--- config.mk ---
export PLATFORM = sky130hd
export DESIGN_NAME = baud_clk_gen
export DESIGN_NICKNAME = d
export VERILOG_FILES = /design/src/rtl/baud_clk_pkg.sv /design/src/rtl/baud_clk_ctrl.sv /design/src/rtl/baud_clk_dp.sv /design/src/rtl/baud_clk_gen.sv
export SDC_FILE = /design/constraint.sdc
export NUM_CORES = 1
export LEC_CHECK = 0
export ABC_AREA = 1
export BUFFER_PORTS_ARGS = -buffer_cell sky130_fd_sc_hd__buf_2
export CAP_MARGIN = 10
export CORE_MARGIN = 4
export CORE_UTILIZATION = 57
export CTS_CLUSTER_SIZE = 8
export DETAILED_ROUTE_END_ITERATION = 8
export HOLD_SLACK_MARGIN = 0.12
export PLACE_DENSITY = 0.78
export SYNTH_ARGS = -nofsm -noshare
export SYNTH_HDL_FRONTEND = slang
export SYNTH_HIERARCHICAL = 1
export SYNTH_SLANG_ARGS = --single-unit
export TNS_END_PERCENT = 30
--- constraint.sdc ---
create_clock -name clk -period 1.9 [get_ports clk]
set_input_delay 0.095 -clock clk [delete_from_list [all_inputs] [get_ports clk]]
set_output_delay 0.095 -clock clk [all_outputs]
set_load 0.005 [all_outputs]
--- src/rtl/baud_clk_pkg.sv ---
package baud_clk_pkg;
  typedef struct packed {
    logic clrCnt;   // software reset: restart prescaler and phase
    logic syncSel;  // synchronous mode
    logic codSel;   // async pin carries raw oversampling clock
    logic gateOn;   // transfer active, enables synchronous clock
  } baudCtl_t;
endpackage

--- src/rtl/baud_clk_ctrl.sv ---
module baud_clk_ctrl
  import baud_clk_pkg::*;
#(
  parameter int DIV_W = 12
) (
  input  logic             clk,
  input  logic             rstN,
  input  logic             softRst,
  input  logic             cfgWrEn,
  input  logic [DIV_W-1:0] cfgDivIn,
  input  logic             cfgCodIn,
  input  logic             syncMode,
  input  logic             txClkDir,
  input  logic             rxClkDir,
  input  logic             xferActive,
  output logic [DIV_W-1:0] divVal,
  output baudCtl_t         ctl,
  output logic             sclkOe
);
  logic [DIV_W-1:0] divReg;
  logic             codReg;
  logic             extClk;

  assign extClk = txClkDir || rxClkDir;

  always_ff @(posedge clk or negedge rstN) begin
    if (!rstN) begin
      divReg <= '0;
      codReg <= 1'b0;
      sclkOe <= 1'b0;
    end else begin
      sclkOe <= !extClk;
      if (softRst) begin
        divReg <= '0;
        codReg <= 1'b0;
      end else if (cfgWrEn) begin
        divReg <= cfgDivIn;
        codReg <= cfgCodIn;
      end
    end
  end

  always_comb begin
    ctl.clrCnt  = softRst;
    ctl.syncSel = syncMode;
    ctl.codSel  = codReg;
    ctl.gateOn  = xferActive;
  end

  assign divVal = divReg;

  assert_soft_clear_R2: assert property (@(posedge clk) disable iff (!rstN)
    softRst |=> (divReg == '0) && !codReg);

  assert_oe_off_R8: assert property (@(posedge clk) disable iff (!rstN)
    extClk |=> !sclkOe);

  assert_oe_on_R8: assert property (@(posedge clk) disable iff (!rstN)
    !extClk |=> sclkOe);
endmodule

--- src/rtl/baud_clk_dp.sv ---
module baud_clk_dp
  import baud_clk_pkg::*;
#(
  parameter int DIV_W      = 12,
  parameter int OVERSAMPLE = 16
) (
  input  logic             clk,
  input  logic             rstN,
  input  logic [DIV_W-1:0] divVal,
  input  baudCtl_t         ctl,
  output logic             tick16,
  output logic             tick1,
  output logic             sclkOut
);
  localparam int PH_W = $clog2(OVERSAMPLE) + 1;  // half-periods per bit

  logic             pre2;
  logic [DIV_W-1:0] cnt;
  logic [PH_W-1:0]  phase;
  logic [PH_W-1:0]  phaseNext;
  logic             halfTick;
  logic             rise;

  assign halfTick  = pre2 && (cnt == '0);
  assign rise      = halfTick && !phase[0];
  assign phaseNext = phase + 1'b1;

  always_ff @(posedge clk or negedge rstN) begin
    if (!rstN) begin
      pre2    <= 1'b0;
      cnt     <= '0;
      phase   <= '0;
      tick16  <= 1'b0;
      tick1   <= 1'b0;
      sclkOut <= 1'b0;
    end else if (ctl.clrCnt) begin
      pre2    <= 1'b0;
      cnt     <= '0;
      phase   <= '0;
      tick16  <= 1'b0;
      tick1   <= 1'b0;
      sclkOut <= 1'b0;
    end else begin
      pre2 <= !pre2;
      if (pre2) begin
        if (cnt == '0) cnt <= divVal;  // new ratio only at terminal count
        else           cnt <= cnt - 1'b1;
      end
      if (halfTick) phase <= phaseNext;
      tick16 <= rise;
      if (ctl.syncSel) begin
        tick1 <= rise && ctl.gateOn && sclkOut;
        if (!ctl.gateOn)  sclkOut <= 1'b0;
        else if (rise)    sclkOut <= !sclkOut;
      end else begin
        tick1 <= rise && (phase == '0);
        if (halfTick)
          sclkOut <= ctl.codSel ? phaseNext[0] : phaseNext[PH_W-1];
      end
    end
  end

  assert_cnt_step_R9: assert property (@(posedge clk) disable iff (!rstN)
    (pre2 && cnt != '0 && !ctl.clrCnt) |=> cnt == $past(cnt) - 1'b1);

  assert_tick_spacing_R1: assert property (@(posedge clk) disable iff (!rstN)
    tick16 |=> !tick16);

  assert_bit_on_sample_R3: assert property (@(posedge clk) disable iff (!rstN)
    tick1 |-> tick16);

  assert_sync_idle_R7: assert property (@(posedge clk) disable iff (!rstN)
    (ctl.syncSel && !ctl.gateOn) |=> !sclkOut && !tick1);
endmodule

--- src/rtl/baud_clk_gen.sv ---
module baud_clk_gen
  import baud_clk_pkg::*;
#(
  parameter int DIV_W      = 12,
  parameter int OVERSAMPLE = 16
) (
  input  logic             clk,
  input  logic             rstN,
  input  logic             softRst,
  input  logic             cfgWrEn,
  input  logic [DIV_W-1:0] cfgDivIn,
  input  logic             cfgCodIn,
  input  logic             syncMode,
  input  logic             txClkDir,
  input  logic             rxClkDir,
  input  logic             xferActive,
  output logic             tick16,
  output logic             tick1,
  output logic             sclkOut,
  output logic             sclkOe
);
  baudCtl_t         ctl;
  logic [DIV_W-1:0] divVal;

  baud_clk_ctrl #(.DIV_W(DIV_W)) ctrl_i (
    .clk(clk), .rstN(rstN), .softRst(softRst), .cfgWrEn(cfgWrEn),
    .cfgDivIn(cfgDivIn), .cfgCodIn(cfgCodIn), .syncMode(syncMode),
    .txClkDir(txClkDir), .rxClkDir(rxClkDir), .xferActive(xferActive),
    .divVal(divVal), .ctl(ctl), .sclkOe(sclkOe)
  );

  baud_clk_dp #(.DIV_W(DIV_W), .OVERSAMPLE(OVERSAMPLE)) dp_i (
    .clk(clk), .rstN(rstN), .divVal(divVal), .ctl(ctl),
    .tick16(tick16), .tick1(tick1), .sclkOut(sclkOut)
  );
endmodule

== After elaboration in Yosys (flattened, before gate mapping) ==
Index checks and enable logic that the tools add are counted.

* Add/subtract/negate cells: 2
* Equal/unequal tests: 1
* Multiplexer cells: 19
* Reduce and logical (&&, ||, !) cells: 17

{| class="wikitable"
|+ Operators by type and width
! cell !! count
|-
| 12-bit 2-to-1 mux || 5
|-
| 12-bit logical NOT || 1
|-
| 1-bit 2-to-1 mux || 12
|-
| 12-bit by 1-bit subtractor with 12-bit output (second input constant) || 1
|-
| 5-bit 2-to-1 mux || 2
|-
| 2-bit nonzero test || 3
|-
| 5-bit by 1-bit adder with 5-bit output (second input constant) || 1
|-
| 1-bit logical AND || 5
|-
| 5-bit logical NOT || 1
|-
| 1-bit logical NOT || 4
|-
| 4-bit by 3-bit != test with 1-bit output (second input constant) || 1
|-
| 3-bit nonzero test || 1
|-
| 2-bit AND reduction || 1
|-
| 1-bit logical OR || 1
|}

* Output and inout bits: 4
* Bits in registers: 35

== Depth between registers and ports, before layout ==
Gate-level depths: netlist (run 1).

* Word-level depth: 7
* Mapped depth: 10
* Depth with buffers taken out: 10

== Modules after synthesis ==
Netlist (run 1), hierarchy kept.

{| class="wikitable"
|+ Modules (own cells, without submodules)
! module !! instances !! cells an instance !! area each (µm²)
|-
| baud_clk_dp || 1 || 200 || 1,428.9
|-
| baud_clk_ctrl || 1 || 63 || 614.3
|}

== Worst setup path before layout (run 1) ==
OpenSTA, ideal clock, no wires.

* Path kind: register -> register
* Start: reg dp_i.cnt[0]
* End: reg dp_i.cnt[9]
* Data arrival time: 1.371 ns
* Path slack: 0.412 ns
* Cell stages (with the launch flop): 11
* Cell sequence: dfrtp_1 inv_1 ha_1 inv_1 nor2_1 nand2_1 nor2_1 nand2_1 or2_0 nand3_1 nand2_1

* Longest elaborated chain between the ends: 4
* Elaborated cells between the ends (all ways): 5
* Those cells by class: 1 x add/sub; 3 x mux; 1 x reduce/logical

{| class="wikitable"
|+ RTL lines
! item !! line !! RTL
|-
| from (decl) || baud_clk_dp.sv:18 || <nowiki>logic [DIV_W-1:0] cnt;</nowiki>
|-
| from (signal assigned) || baud_clk_dp.sv:46 || <nowiki>if (cnt == '0) cnt <= divVal;</nowiki>
|-
| from (signal assigned) || baud_clk_dp.sv:47 || <nowiki>else cnt <= cnt - 1'b1;</nowiki>
|-
| 12-bit by 1-bit subtractor with 12-bit output or 12-bit logical NOT (tied branches) || baud_clk_dp.sv:47, baud_clk_dp.sv:46 ||
|-
| 12-bit 2-to-1 mux * || baud_clk_dp.sv:46 ||
|-
| 12-bit 2-to-1 mux * || baud_clk_dp.sv:45 || <nowiki>if (pre2) begin</nowiki>
|-
| 12-bit 2-to-1 mux * || baud_clk_dp.sv:36 || <nowiki>end else if (ctl.clrCnt) begin</nowiki>
|}

Every way passes the cells marked *; elsewhere a longest branch is shown, timed or not. The select of a mux whose other input is x is not followed.
A chain may end at the register's enable or synchronous reset.

== Worst setup path after layout (run 1) ==
Same ends and word-level chain as after synthesis.

==> results of run 1 <==
[logic make-up (layout without fill, tap and decap cells)]
family	after synthesis	in the layout
buffers and inverters	32	83
adders and majority gates	4	4
and+or+nand+nor	172	172
DFF	35	35
xor gates and xnor gates	3	3
AOI/OAI and AO/OA	17	17
[state kept, by name, summed over array words and instances, names as in the netlist]
register,count
dp_i/phase,5
ctrl_i/sclkOe,1
dp_i/pre2,1
dp_i/cnt,12
dp_i/tick1,1
dp_i/sclkOut,1
dp_i/tick16,1
ctrl_i/codReg,1
ctrl_i/divVal,12
[layer usage]
layer	GRT usage	routed length, um
met5	0	0
met4	0.117	148
met1	0.337	2200
met3	0.0640	320
met2	0.409	2560
[synthesized netlist by cell type, drive strengths merged]
master / count / area (sq um)
nor3: 4 / 31.3
o21ai: 9 / 45.0
inv: 22 / 82.6
or2: 7 / 43.8
nand4: 4 / 25.0
a31oi: 1 / 6.26
nand2: 92 / 373
ha: 4 / 50.1
o211ai: 5 / 57.6
nand3b: 1 / 7.51
xor2: 3 / 26.3
clkbuf: 2 / 17.5
a21oi: 2 / 10.0
dfrtp: 35 / 876
nor2: 26 / 123
buf: 8 / 78.8
nand3: 38 / 190
[power breakdown]
part           internal [mW]  total, mW  switching [mW]  leakage [nW]
sequential             0.856      0.991           0.135         0.468
clock                  0.171      0.433           0.262        0.0341
combinational          0.433       1.14           0.705         0.782
total                   1.46       2.56            1.10          1.28
[critical path: stages, from the launching register on]
cell,delay (ns)
sky130_fd_sc_hd__dfrtp_1,0.39
sky130_fd_sc_hd__inv_1,0.13
sky130_fd_sc_hd__ha_1,0.18
sky130_fd_sc_hd__inv_1,0.08
sky130_fd_sc_hd__nor2_1,0.09
sky130_fd_sc_hd__nand2_1,0.06
sky130_fd_sc_hd__nor2_1,0.16
sky130_fd_sc_hd__nand2_1,0.12
sky130_fd_sc_hd__or2_0,0.22
sky130_fd_sc_hd__nand3_1,0.08
sky130_fd_sc_hd__nand2_1,0.05
[layout make-up]
class / count / share of cell area
clock buffer: 6 / 0.0207
clock inverter: 1 / 0.00202
inverter: 22 / 0.0334
multi-input combinational: 196 / 0.400
sequential: 35 / 0.354
tap: 46 / 0.0233
timing repair buffer: 54 / 0.167
[stage by stage]
step	hold slack (ns)	utilization	instance area (sq um)	worst slack, ns	power (mW)
final	0.150	0.730	2470	0.248	2.56
after detailed placement	0.224	0.633	2150	0.267	2.09
after global placement	0.219	0.633	2150	0.329	2.06
after floorplan	-0.201	-	2040	0.412	1.87
after global routing	0.158	0.730	2470	0.0876	2.77
after CTS	0.120	0.730	2470	0.245	2.55
[worst max path at each step]
stage	from	end	slack [ns]	cells past startpoint
5_1_grt	dp_i/cnt[0]	dp_i/cnt[11]	0.09	10
3_3_place_gp	dp_i/cnt[0]	dp_i/cnt[9]	0.33	10
3_5_place_dp	dp_i/cnt[0]	dp_i/cnt[11]	0.27	10
4_1_cts	dp_i/cnt[0]	dp_i/cnt[9]	0.25	10
2_1_floorplan	dp_i/cnt[0]	dp_i/cnt[9]	0.41	10
6_report	dp_i/cnt[0]	dp_i/cnt[9]	0.25	10
==> impl_summary.txt, run 1 <==
----------------------------------------------------
[Routing]
  Detailed router's first-iteration violation count ... 160
  Total length of routed wires ... 5230 um
  Number of optimization iterations in the first detailed-route pass ... 4
  Vias per cell ... between 5 and 6
  Via count ... 1981
  Residual DRC count ... 0
  Average wire per cell in the routed design ... 14.5 um
  Antenna Violating Nets Remaining ... 0

[Cells and area]
  Highest-count cells in the layout ignoring fill and taps ... sky130_fd_sc_hd__nand2_1 (83), sky130_fd_sc_hd__nand3_1 (38), sky130_fd_sc_hd__dfrtp_1 (35)
  Final net count ... roughly 340
  Sequential cell area ... 876 sq um
  Antenna Cells ... 0
  Fillers ... ~250
  Most common cell after layout, fill and taps aside ... sky130_fd_sc_hd__nand2_1
  P&R area growth vs syn ... 21.1%
  Share of cells above drive strength 1 ... 0.172
  Filler-free cell count of the finished design ... 360
  Area taken by multi-input logic gates ... 988 sq um

[Timing]
  Hold violation total from the final report ... 0
  Final number of max-transition violations ... 0
  Portion of the clock cycle consumed by the worst path in the final layout ... 0.869
  Clock tree skew after final layout ... 0.0122 ns
  Number of setup violations in the final report ... 0
  Period minus WS final ... 1.65 ns
  Actual slew at the worst max-slew pin ... 0.761 ns
  RSZ-0062 raised after global routing ... false
  Headroom to the max-slew limit ... 0.493
  Top achievable clock speed ... 605 MHz
  Setup TNS ... 0 ns

[Floorplanning]
  Row count ... 21
  Count of boundary I/O pins ... 25
  Die extent in y ... ~68 um
  Core area ... approximately 3400 sq um
  Floorplan die area ... 4610 sq um
  Initial cell density of the core ... 0.603
  Width of the die ... 67.9 um

[Critical path]
  Reg2reg setup slack ... 0.25 ns
  CP Launch Type ... flop
  Arrival time of the worst setup path ... 1.90 ns
  Worst setup path category ... flop to flop
  Crit end category ... flop
  CP Data Required Time ... 2.15 ns
  Launch instance of the worst register-to-register path ... dp_i/cnt[0]
  Crit-path max FO ... 5
  Cell count of the worst reg-to-reg path ... 10
  Endpoint of the lowest-slack register-to-register path ... dp_i/cnt[9]

[Global routing]
  All-Layer GR Usage ... 0.259
  Number of global-route vias before repair ... 1814
  Largest net degree at the start of global routing ... 36
  Global-route wire length before repair ... about 8600 um
  Number of antenna violations at the first check in global routing ... 0
  GRT overflow ... 0

[Placement]
  Cell total after placement ... 326
  DP Wirelength ... 3030 um
  GPL Wtd Cong ... 0.884
  PortBufs ... 24

[Synth]
  Main combinational cell family by area after synthesis ... simple AND/OR/NAND/NOR gates
  Nets in the synthesized netlist ... 288
  Synthesis Warnings ... 6
  Synthesized-area fraction occupied by xor and xnor cells ... 0.0129
  Mux contribution to synthesized area ... 0
  Total standard cell area after synthesis ... between 2000 and 2500 sq um
  Number of flip-flops and latches in the synthesized netlist ... 35
  Post-synthesis compound-gate area fraction ... 0.0582
  Netlist cell types ... 28
  Cells after synthesis ... approximately 260
  Synthesized area per cell ... approximately 8 sq um
  Arithmetic-cell share of the synthesized area counting full adders, half adders and majority gates ... 0.0245
  Fraction of the yosys area taken by sequential cells ... 0.429
  Simple-gate share of the synthesized area ... 0.388

[Pwr]
  Maximum resistive drop on vdd ... slightly above 0.5 mV
  Cell Pwr Density ... 1040 nW/um^2
  Leakage ... 1.28 nW

[Clock network]
  Count of H-tree levels built during CTS ... 2
  Clock slew at the register clock pins of the worst setup and hold paths ... 0.11 ns
  Clock sink count ... 35
  Post-CTS repair timing setup buffer count ... 0
  Hold buffer count at CTS ... 27
  Total CTS buffers ... 5
  Longest Clk Path Bufs ... 2
  Number of resized instances in the post-cts repair step ... 0
  Clock latency on the worst-skew pair ... 0.36 ns
  Root buf cell ... sky130_fd_sc_hd__clkbuf_4
  Clock tree from TritonCTS ... yes

[Worst hold path]
  Endpoint of the worst hold path ... ctrl_i/codReg
  Worst hold start ... cfgWrEn
  WHS Path Cells ... 3
  Hold Path Class ... input pin to flop

[Flow run]
  Number of max-capacitance violations reported ... 0

[Run status]
  Result of the run ... finished, final reports clean

----------------------------------------------------
Note: power is estimated with default switching activity, not from simulation.
==> run 2, diff against run 1 <==
--- a/config.mk
+++ b/config.mk
@@ -13,7 +13,7 @@
 export CTS_CLUSTER_SIZE = 8
 export DETAILED_ROUTE_END_ITERATION = 8
 export HOLD_SLACK_MARGIN = 0.12
-export PLACE_DENSITY = 0.78
+export PLACE_DENSITY_LB_ADDON = 0.08
 export SYNTH_ARGS = -nofsm -noshare
 export SYNTH_HDL_FRONTEND = slang
 export SYNTH_HIERARCHICAL = 1
==> constraint.sdc (replaced) <==
create_clock -name clk -period 1.8 [get_ports clk]
set_input_delay 0.09 -clock clk [delete_from_list [all_inputs] [get_ports clk]]
set_output_delay 0.09 -clock clk [all_outputs]
set_load 0.005 [all_outputs]
==> impl_summary.txt, run 2 (synthesized netlist as in run 1, its figures left out) <==
----------------------------------------------------
[Floorplanning]
  Count of boundary I/O pins ... 25
  Die extent in y ... 67.9 um
  Floorplan die area ... 4610 sq um
  Row count ... 21
  Core area ... 3390 sq um
  Width of the die ... a little under 70 um
  Initial cell density of the core ... 0.603

[Critical path]
  Crit end category ... flop
  CP Launch Type ... flop
  Cell count of the worst reg-to-reg path ... 10
  Endpoint of the lowest-slack register-to-register path ... dp_i/cnt[9]
  Reg2reg setup slack ... 0.20 ns
  Worst setup path category ... flop to flop
  Crit-path max FO ... 5
  Launch instance of the worst register-to-register path ... dp_i/cnt[0]
  Arrival time of the worst setup path ... 1.84 ns
  CP Data Required Time ... about 2.0 ns

[Cells and area]
  Fillers ... 264
  Antenna Cells ... 0
  Final net count ... 338
  Most common cell after layout, fill and taps aside ... sky130_fd_sc_hd__nand2_1
  P&R area growth vs syn ... 20.5%
  Highest-count cells in the layout ignoring fill and taps ... sky130_fd_sc_hd__nand2_1 (83), sky130_fd_sc_hd__nand3_1 (38), sky130_fd_sc_hd__dfrtp_1 (35)
  Share of cells above drive strength 1 ... 0.188

[Routing]
  Vias per cell ... 5.26
  Detailed router's first-iteration violation count ... 135
  Number of optimization iterations in the first detailed-route pass ... 4
  Residual DRC count ... 0
  Via count ... 1892
  Antenna Violating Nets Remaining ... 0
  Total length of routed wires ... 4950 um
  Average wire per cell in the routed design ... ~14 um

[Timing]
  Final number of max-transition violations ... 0
  Actual slew at the worst max-slew pin ... 0.544 ns
  Top achievable clock speed ... 626 MHz
  Setup TNS ... 0 ns
  Hold violation total from the final report ... 0
  Clock tree skew after final layout ... about 0.0086 ns
  Period minus WS final ... ~1.6 ns
  Headroom to the max-slew limit ... 0.637
  Number of setup violations in the final report ... 0
  Portion of the clock cycle consumed by the worst path in the final layout ... 0.888
  Worst hold margin ... 0.134 ns

[Placement]
  GPL Wtd Cong ... between 0.8 and 0.9
  PortBufs ... 24
  DP Wirelength ... 3130 um

[Clock network]
  Clock slew at the register clock pins of the worst setup and hold paths ... ~0.11 ns
  Clock sink count ... 35
  Longest Clk Path Bufs ... 2
  Count of H-tree levels built during CTS ... 2
  Root buf cell ... sky130_fd_sc_hd__clkbuf_4
  Clock latency on the worst-skew pair ... around 0.34 ns
  Clock tree from TritonCTS ... yes
  Total CTS buffers ... 5

[Global routing]
  Number of antenna violations at the first check in global routing ... 0
  Global-route wire length before repair ... approximately 8500 um
  GRT overflow ... 0
  Largest net degree at the start of global routing ... 25
  Number of global-route vias before repair ... 1777
  All-Layer GR Usage ... 0.251

[Pwr]
  Cell Pwr Density ... 1110 nW/um^2
  Maximum resistive drop on vdd ... 0.732 mV
  Leakage ... 1.28 nW

[Worst hold path]
  WHS Path Cells ... 4
  Hold Path Class ... input pin to flop
  Worst hold start ... syncMode
  Endpoint of the worst hold path ... dp_i/tick1

[Flow run]
  Number of max-capacitance violations reported ... 0

[Run status]
  Result of the run ... finished, final reports clean

----------------------------------------------------
[run 2: repair_timing]
| item | in CTS | in global routing |
|---|---|---|
| hold buffers | 24 | 0 |
| buffers inserted | 0 | 0 |
| endpoints found under the setup margin | 0 | 8 |
| resized for setup | 0 | 2 |
| hold endpoints to repair | 49 | 0 |
[run 2: critical path: stages (launching register included)]
cell                      delay, ns
sky130_fd_sc_hd__dfrtp_1       0.40
sky130_fd_sc_hd__inv_2         0.09
sky130_fd_sc_hd__ha_1          0.16
sky130_fd_sc_hd__inv_1         0.07
sky130_fd_sc_hd__nor2_1        0.09
sky130_fd_sc_hd__nand2_1       0.07
sky130_fd_sc_hd__nor2_2        0.12
sky130_fd_sc_hd__nand2_1       0.11
sky130_fd_sc_hd__or2_0         0.23
sky130_fd_sc_hd__nand3_1       0.09
sky130_fd_sc_hd__nand2_1       0.06
[run 2: stage by stage]
| stage | total power [mW] | instances | cell area, sq um | setup slack (ns) | util |
|---|---|---|---|---|---|
| 2_1_floorplan | 1.98 | 263 | 2040 | 0.312 | - |
| 3_3_place_gp | 2.21 | 328 | 2160 | 0.224 | 0.638 |
| 3_5_place_dp | 2.22 | 328 | 2160 | 0.149 | 0.638 |
| 4_1_cts | 2.70 | 360 | 2460 | 0.127 | 0.726 |
| 5_1_grt | 2.95 | 360 | 2460 | -0.00257 | 0.726 |
| 6_report | 2.72 | 360 | 2460 | 0.202 | 0.726 |
[run 2: report_power, final]
group,switching (mW),internal [mW]
registers,0.147,0.904
clock network,0.282,0.149
logic,0.767,0.472
total,1.20,1.52
[run 2: worst max-delay path by stage]
stage	startpoint	to	slack, ns	depth (start not counted)
3_5_place_dp	dp_i/cnt[0]	dp_i/cnt[9]	0.15	10
5_1_grt	dp_i/cnt[0]	dp_i/cnt[9]	-0.003	10
3_3_place_gp	dp_i/cnt[0]	dp_i/cnt[9]	0.22	10
4_1_cts	dp_i/cnt[0]	dp_i/cnt[9]	0.13	10
2_1_floorplan	dp_i/cnt[0]	dp_i/cnt[9]	0.31	10
6_report	dp_i/cnt[0]	dp_i/cnt[9]	0.20	10
[run 2: layout make-up]
| cell class | instances | area [sq um] | share of cell area |
|---|---|---|---|
| clock inverter | 3 | 20.0 | 0.00813 |
| tap | 46 | 57.6 | 0.0234 |
| inverter | 22 | 82.6 | 0.0335 |
| timing repair buffer | 53 | 398 | 0.162 |
| multi-input combinational | 196 | 991 | 0.402 |
| sequential | 35 | 876 | 0.356 |
| clock buffer | 5 | 37.5 | 0.0152 |
[run 2: per-layer routing]
layer  up-vias  global-route usage  wire length (um)
met5         -                   0                 0
met4         0              0.0844                77
met2        53               0.391              2320
met1       885               0.350              2310
li1        946                   -                 -
met3         8              0.0509               237
==> run 3, diff against run 2 <==
--- a/config.mk
+++ b/config.mk
@@ -9,7 +9,7 @@
 export BUFFER_PORTS_ARGS = -buffer_cell sky130_fd_sc_hd__buf_2
 export CAP_MARGIN = 10
 export CORE_MARGIN = 4
-export CORE_UTILIZATION = 57
+export CORE_UTILIZATION = 52
 export CTS_CLUSTER_SIZE = 8
 export DETAILED_ROUTE_END_ITERATION = 8
 export HOLD_SLACK_MARGIN = 0.12
==> constraint.sdc (replaced) <==
create_clock -name clk -period 1.41 [get_ports clk]
set_input_delay 0.0705 -clock clk [delete_from_list [all_inputs] [get_ports clk]]
set_output_delay 0.0705 -clock clk [all_outputs]
set_load 0.01 [all_outputs]
==> impl_summary.txt, run 3 (synthesized netlist as in run 1, its figures left out) <==
----------------------------------------------------
[Routing]
  Average wire per cell in the routed design ... 13.1 um
  Total length of routed wires ... a little under 5000 um
  Detailed router's first-iteration violation count ... 103
  Antenna Violating Nets Remaining ... 0
  Met1 wire length ... 2290 um
  Number of optimization iterations in the first detailed-route pass ... 4
  Vias per cell ... 4.97
  Residual DRC count ... 0
  Via count ... approximately 1900
  Met3 wire length ... about 200 um
  Highest routed metal layer ... met4
  Routed met2 length ... 2390 um

[Worst hold path]
  Hold Path Class ... input pin to flop

[Clock network]
  Count of H-tree levels built during CTS ... 2
  Clock sink count ... 35
  Total CTS buffers ... 5
  Clock latency on the worst-skew pair ... 0.29 ns
  Clock slew at the register clock pins of the worst setup and hold paths ... roughly 0.070 ns
  Clock tree from TritonCTS ... yes
  Root buf cell ... sky130_fd_sc_hd__clkbuf_8
  Longest Clk Path Bufs ... 2

[Timing]
  RSZ-0062 raised after global routing ... true
  Headroom to the max-slew limit ... 0.755
  Portion of the clock cycle consumed by the worst path in the final layout ... 1.04
  Period minus WS final ... 1.47 ns
  Final setup margin ... -0.0565 ns
  Actual slew at the worst max-slew pin ... 0.368 ns
  Number of setup violations in the final report ... 6
  Hold violation total from the final report ... 0
  Top achievable clock speed ... 682 MHz
  Final number of max-transition violations ... 0
  Clock tree skew after final layout ... about 0.0038 ns

[Critical path]
  Most common cell type on the critical path ... sky130_fd_sc_hd__nand2_1
  Critical-path top delay cell ... sky130_fd_sc_hd__dfrtp_1
  Arrival time of the worst setup path ... 1.65 ns
  Crit-path max FO ... 4
  CP cell instances ... inv_2 -> buf_4 -> ha_2 -> nand2_2 -> nor2_4 -> nand2_1 -> nand2_1 -> nand3_1 -> nand3_1 -> nand2_1
  Number of buffers and inverters on the critical path ... 2
  Top delay family on crit path ... simple AND/OR/NAND/NOR gates
  CP Data Required Time ... around 1.6 ns
  Crit end category ... flop
  CP Launch Type ... flop
  Worst setup path category ... flop to flop
  Max stage delay on crit path ... ~0.40 ns

[Cells and area]
  Final Cell Area ... 2690 sq um
  Final net count ... 355
  Most common cell after layout, fill and taps aside ... sky130_fd_sc_hd__nand2_1
  Antenna Cells ... 0
  Fraction of the core area covered by cells at the end of the flow ... 0.724
  Highest-count cells in the layout ignoring fill and taps ... sky130_fd_sc_hd__nand2_1 (80), sky130_fd_sc_hd__nand3_1 (36), sky130_fd_sc_hd__dfrtp_1 (34)
  P&R area growth vs syn ... 31.7%
  Share of cells above drive strength 1 ... 0.299

[Global routing]
  Global-route wire length before repair ... 8450 um
  Number of antenna violations at the first check in global routing ... 0
  GRT overflow ... 0
  Largest net degree at the start of global routing ... 22
  Number of global-route vias before repair ... approximately 1800
  All-Layer GR Usage ... 0.214

[Floorplanning]
  Initial cell density of the core ... 0.550
  Die extent in y ... 70.7 um
  Core area ... 3720 sq um
  Floorplan die area ... about 5000 sq um
  Row count ... 22
  Width of the die ... just over 70 um
  Count of boundary I/O pins ... 25

[Run status]
  Violations in the final reports ... negative setup slack
  Result of the run ... finished, violations left

[Placement]
  PortBufs ... 24
  Cell area after placement ... 2340 sq um
  GPL Wtd Cong ... 0.889
  DP Wirelength ... 3480 um
  Pre-CTS setup slack ... -0.0902 ns

[Pwr]
  Cell Pwr Density ... 1610 nW/um^2
  Leakage ... 1.42 nW
  Maximum resistive drop on vdd ... 0.816 mV

[Flow run]
  Number of max-capacitance violations reported ... 0

----------------------------------------------------
## run 3: cell type report
cell class / instances / area (sq um)
sequential: 35 / 877
multi-input combinational: 196 / 1050
clock inverter: 3 / 20.0
clock buffer: 5 / 68.8
tap: 48 / 60.1
fill: 302 / 1020
timing repair buffer: 70 / 534
inverter: 22 / 82.6
## run 3: routing by layer
layer,GRT usage,up-vias
met2,0.343,37
met5,0,-
met3,0.0469,9
li1,-,973
met4,0.0564,0
met1,0.295,863
## run 3: metrics by stage
stage	setup TNS (ns)	instances	total power, mW	hold slack, ns
after floorplan	0	263	2.57	-0.225
after detailed placement	-0.356	350	3.26	0.00633
final	-0.140	379	4.33	0.163
after global placement	-0.188	350	3.24	0.0102
after global routing	-1.88	379	4.68	0.178
after CTS	-0.0212	376	4.15	0.157
## run 3: worst paths after layout
path                                         from                end  slack [ns]  depth (start not counted)
worst max-delay path                  dp_i/cnt[0]       dp_i/cnt[10]       -0.06                         10
worst min-delay path                      cfgWrEn      ctrl_i/codReg        0.16                          3
worst max register to register        dp_i/cnt[0]       dp_i/cnt[10]       -0.06                         10
worst min register to register  ctrl_i/divVal[11]  ctrl_i/divVal[11]        0.48                          2
max in group asynchronous                    rstN        dp_i/cnt[2]        0.75                          3
min in group asynchronous                    rstN        dp_i/cnt[8]        0.22                          2
## run 3: where the power goes
group / switching (mW) / internal, mW / total [mW]
clock network: 0.387 / 0.343 / 0.730
logic: 1.21 / 1.06 / 2.27
registers: 0.171 / 1.16 / 1.33
## run 3: worst min-delay path, stage by stage
cell and delay, ns:
sky130_fd_sc_hd__buf_2 0.19, sky130_fd_sc_hd__nand3_1 0.11, sky130_fd_sc_hd__nand2_1 0.05
## run 3: what timing repair did
item | in CTS | in global routing
endpoints found under the setup margin | 11 | 20
gates resized for setup | 10 | 10
hold endpoints to repair | 49 | 0
pin swaps | 3 | 4
cloned | 0 | 0
hold buffers | 16 | 0
setup buffers | 2 | 3
